### src/rtl/tcr_trap_pkg.sv
package tcr_trap_pkg;

  localparam int unsigned ResW = 5;
  localparam int unsigned EcW  = 6;
  localparam logic [EcW-1:0] EcTrap = 6'h18;

  typedef enum logic [ResW-1:0] {
    RES_ALLOW = 5'b00001,
    RES_UNDEF = 5'b00010,
    RES_TRAP1 = 5'b00100,
    RES_TRAP2 = 5'b01000,
    RES_TRAP3 = 5'b10000
  } acc_res_e;

  // EL3 trap seen from a lower level: halted with secure debug off -> undefined
  function automatic acc_res_e el3_outcome(input logic locked_halt);
    return locked_halt ? RES_UNDEF : RES_TRAP3;
  endfunction

endpackage

### src/rtl/tcr_trap_el1.sv
module tcr_trap_el1
  import tcr_trap_pkg::*;
(
  input  logic     early_undef_i,
  input  logic     locked_halt_i,
  input  logic     el2_eff_i,
  input  logic     el3_present_i,
  input  logic     trap_el1_i,
  input  logic     trap_el2_i,
  input  logic     trap_el3_i,
  input  logic     fg_enable_i,
  input  logic     fg_bit_i,
  output acc_res_e res_o
);

  logic fg_hit;
  assign fg_hit = el2_eff_i & (~el3_present_i | fg_enable_i) & fg_bit_i;

  always_comb begin
    if (early_undef_i)                   res_o = RES_UNDEF;
    else if (trap_el1_i)                 res_o = RES_TRAP1;
    else if (el2_eff_i && trap_el2_i)    res_o = RES_TRAP2;
    else if (fg_hit)                     res_o = RES_TRAP2;
    else if (el3_present_i && trap_el3_i) res_o = el3_outcome(locked_halt_i);
    else                                 res_o = RES_ALLOW;
  end


  always_comb begin
    el2_gate_chk: assert (el2_eff_i || res_o != RES_TRAP2)
      else $error("EL1 trap to EL2 with EL2 not in effect");
  end

endmodule

### config.mk
export PLATFORM = sky130hd
export DESIGN_NAME = tcr_trap_el1
export DESIGN_NICKNAME = d
export VERILOG_FILES = /design/src/rtl/tcr_trap_pkg.sv /design/src/rtl/tcr_trap_el1.sv
export SDC_FILE = /design/constraint.sdc
export NUM_CORES = 1
export LEC_CHECK = 0
export BUFFER_PORTS_ARGS = -buffer_cell sky130_fd_sc_hd__buf_2
export CAP_MARGIN = 10
export CORE_AREA = 4 4 41 43
export DETAILED_ROUTE_END_ITERATION = 8
export DIE_AREA = 0 0 45 47
export PLACE_DENSITY_LB_ADDON = 0.2
export RECOVER_POWER = 25
export SYNTH_ARGS = -nofsm -noshare
export SYNTH_HDL_FRONTEND = slang
export SYNTH_SLANG_ARGS = --single-unit
### constraint.sdc
create_clock -name vclk -period 0.8
set_input_delay 0.12 -clock vclk [all_inputs]
set_output_delay 0.12 -clock vclk [all_outputs]
set_load 0.02 [all_outputs]
Word level (Yosys, flattened, before mapping)
Cells that the tools add are included.
{ "word_totals": {"regBits": 0, "latch_bits": 0, "ram_bits": 0, "romBits": 0, "in_bits": 9, "word_cells": 12, "memories": 0} }
{ "op_classes": {"addsub": 0, "multipliers": 0, "n_div": 0, "order_cmp": 0, "eq_ne": 0, "shift": 0, "muxes": 6, "n_bitwise": 4, "n_reduce_logical": 2} }
{ "op_table": {"columns": ["operator", "n"], "rows": [
  ["two-way mux 5 bit", 6],
  ["AND 1 bit", 2],
  ["logical AND 1 bit", 2],
  ["NOT 1 bit", 1],
  ["OR 1 bit", 1]
]} }

Depth between registers and ports, before layout
{ "logic_depth": {"word_depth": 8, "ltp_mapped": 3, "depth_no_buf": 3} }

Worst setup path before layout
OpenSTA, ideal clock, no wires.
{ "synth_path": {"kind": "in2out", "start": "input port fg_bit_i", "end": "output port res_o[4]", "t_arrival_ps": 1101, "path_slack_ps": -421, "cell_stages": 3, "cell_sequence": "o21ai_0 nor2_1 nor4_1"} }
{ "synth_via": {"elab_chain_cells": 5} }
{ "synth_rtl": {"columns": ["element", "line_no", "rtl"], "rows": [
  ["from (decl)", "tcr_trap_el1.sv:12", "input logic fg_bit_i,"],
  ["AND 1 bit", "tcr_trap_el1.sv:17", "assign fg_hit = el2_eff_i & (~el3_present_i | fg_enable_i) & fg_bit_i;"],
  ["two-way mux 5 bit", "tcr_trap_el1.sv:23", "else if (fg_hit) res_o = RES_TRAP2;"],
  ["two-way mux 5 bit", "tcr_trap_el1.sv:22", "else if (el2_eff_i && trap_el2_i) res_o = RES_TRAP2;"],
  ["two-way mux 5 bit", "tcr_trap_el1.sv:21", "else if (trap_el1_i) res_o = RES_TRAP1;"],
  ["two-way mux 5 bit", "tcr_trap_el1.sv:20", "if (early_undef_i) res_o = RES_UNDEF;"],
  ["to (decl)", "tcr_trap_el1.sv:13", "output acc_res_e res_o"]
]} }
Every way passes these cells.

Final worst setup path
{ "layout_path": {"start": "input port trap_el2_i", "end": "output port res_o[0]"} }
{ "layout_via": {"elab_chain_cells": 4} }
{ "layout_rtl": {"columns": ["element", "line_no", "rtl"], "rows": [
  ["from (decl)", "tcr_trap_el1.sv:9", "input logic trap_el2_i,"],
  ["logical AND 1 bit", "tcr_trap_el1.sv:22", null],
  ["two-way mux 5 bit", "tcr_trap_el1.sv:22", null],
  ["two-way mux 5 bit", "tcr_trap_el1.sv:21", null],
  ["two-way mux 5 bit", "tcr_trap_el1.sv:20", null]
]} }
Every way passes these cells.

==> out/metrics.yaml <==
floorplan:
  num_rows: 13
  die_height_um: 47
  die_area_um2: 2120
  ios: 14
  coreArea_um2: 1300
  start_util_pct: 6.06
  die_w_um: 45
global_route:
  use_met1_pct: 6.97
  grtUsageMet2_pct: 9.89
  use_met3_pct: 0.766
  grt_pass1_vias: 197
  grt_busiest_layer: "met2"
  grt_usage_pct: 5.35
  antenna_found_initial: 0
  overflow: 0
  grt_max_degree: 6
  grt_pass1_wl_um: 862
finish:
  diodes: 0
  seq_area_um2: 0
  area_growth_pct: 327
  nNetsFinal: 39
  fin_area_um2: 337
  fillers: 141
  n_clock_buffer: 0
  drive_above_1_share_pct: 89.3
  fin_cells: 43
  nFlopsAndLatches: 0
clock_tree:
  postCtsHoldBufs: 0
sta:
  grt_setup_unrepaired: "true"
  worst_pin_slew_ns: 0.239
  max_freq_ghz: 0.946
  drv_slew: 0
  period_share_pct: 132
  finalWorstSetupSlack_ns: -0.257
  setup_viol: 4
  tns_ns: -0.927
  fin_crit_ns: 1.06
  slew_headroom_pct: 84.1
  hold_violations: 0
  whs_ns: 0.596
setup_path:
  max_stage_delay_ns: 0.24
  crit_required_ns: 0.68
  critPathArrivalTime_ns: 0.94
  critPathMaxFanout: 3
  critPathLaunchType: "primary input"
  crit_path_end_kind: "output port"
  cp_slowest_cell: "nor3b_4"
  critPathKind: "in -> out"
  cp_cell_sequence: "buf_8 -> nor3b_4 -> nor2_4 -> a2111oi_4 -> buf_4"
drt:
  drc_errors: 0
  drt_wl_total_um: 480
  postRouteAntennaNets: 0
  routedWlPerCell_um: 11.2
  first_iter_violations: 0
  post_drt_via_cell_ratio: 3.84
  first_pass_iters: 1
  num_vias: 165
synth:
  yosysSeqAreaShare_pct: 0
  syn-cell-area_um2: 78.8
  yosys_warnings: 0
  synth_nets: 19
  avgSynthCellArea_um2: 7.88
  yosys.cell_types.count: 9
  synth_cells: 10
place:
  hpwl_um: 395
  placed_cells: 43
  dpl_worst_slack_ns: -0.351
  io_buffers: 14
  place_congestion: 0.696
  dpl-instance-area_um2: 253
hold_path:
  holdPathStages: 3
  min_path_type: "in -> out"
run_status:
  status: "finished, violations left"
  violations: "negative setup slack"
pwr:
  power_per_cell_area_nw_per_um2: 512
  irDropWorstVdd_uv: 200
  leakagePower_nw: 0.128
job:
  drv_cap: 0
==> synthesized netlist by cell type <==
cell type	count	area, µm²
nor3b_2	1	12.5
nor2_1	1	3.75
nand4b_1	1	8.76
o21ai_0	1	5.00
nor4_1	2	12.5
nand3b_1	1	7.51
a2111oi_2	1	15.0
o21bai_1	1	7.51
nor2b_1	1	6.26
==> worst max-delay path, delay by kind of cell <==
| family | cells | cell delay (ns) |
|---|---|---|
| simple gates | 2 | 0.33 |
| buf+inv | 2 | 0.29 |
| compound gates | 1 | 0.19 |
==> layout by cell type (no fill, tap or decap) <==
cell type / count
nand4b_1: 1
nor2_4: 1
buf_4: 5
clkbuf_2: 1
nand3b_1: 1
a2111oi_4: 1
nor4_4: 2
buf_8: 2
nor3b_4: 1
nor2b_1: 1
buf_2: 4
o21bai_4: 1
o21ai_4: 1
buf_6: 6
==> final cells by class <==
| class | count | area [µm²] | share of cell area, % |
|---|---|---|---|
| multi-input combinational | 10 | 158 | 46.8 |
| tap | 15 | 18.8 | 5.58 |
| timing repair buffer | 18 | 160 | 47.6 |
==> timing repair <==
action,4_1_cts,5_1_grt
gates cloned,0,0
endpoints found under the hold margin,0,0
endpoints found under the setup margin,4,4
setup buffers,0,1
resized for setup,16,2
pin swaps,5,3
==> final timing paths <==
path,startpoint,to,slack (ns)
setup / recovery,trap_el2_i,res_o[0],-0.26
hold / removal,trap_el3_i,res_o[0],0.60
==> cells by family after synthesis <==
kind of cell and share of synthesized area (%):
AO/OA/AOI/OAI 34.9, AND/OR/NAND/NOR 65.1
==> power by group <==
part           total (mW)  internal (mW)  switching [mW]
registers               0              0               0
logic               0.172         0.0935          0.0789
clock network           0              0               0
==> per-stage QoR <==
stage	power, mW	utilization (%)
5_1_grt	0.184	25.9
4_1_cts	0.171	25.3
3_5_place_dp	0.128	19.4
2_1_floorplan	0.0546	-
3_3_place_gp	0.124	19.4
6_report	0.172	25.9
==> metal layers <==
layer / part of all wire, % / vias to the layer above
li1: - / 79
met1: 42 / 72
met2: 42 / 14
met3: 16 / 0
met4: 0 / 0
met5: 0 / -
(Power assumes the default switching activity.)
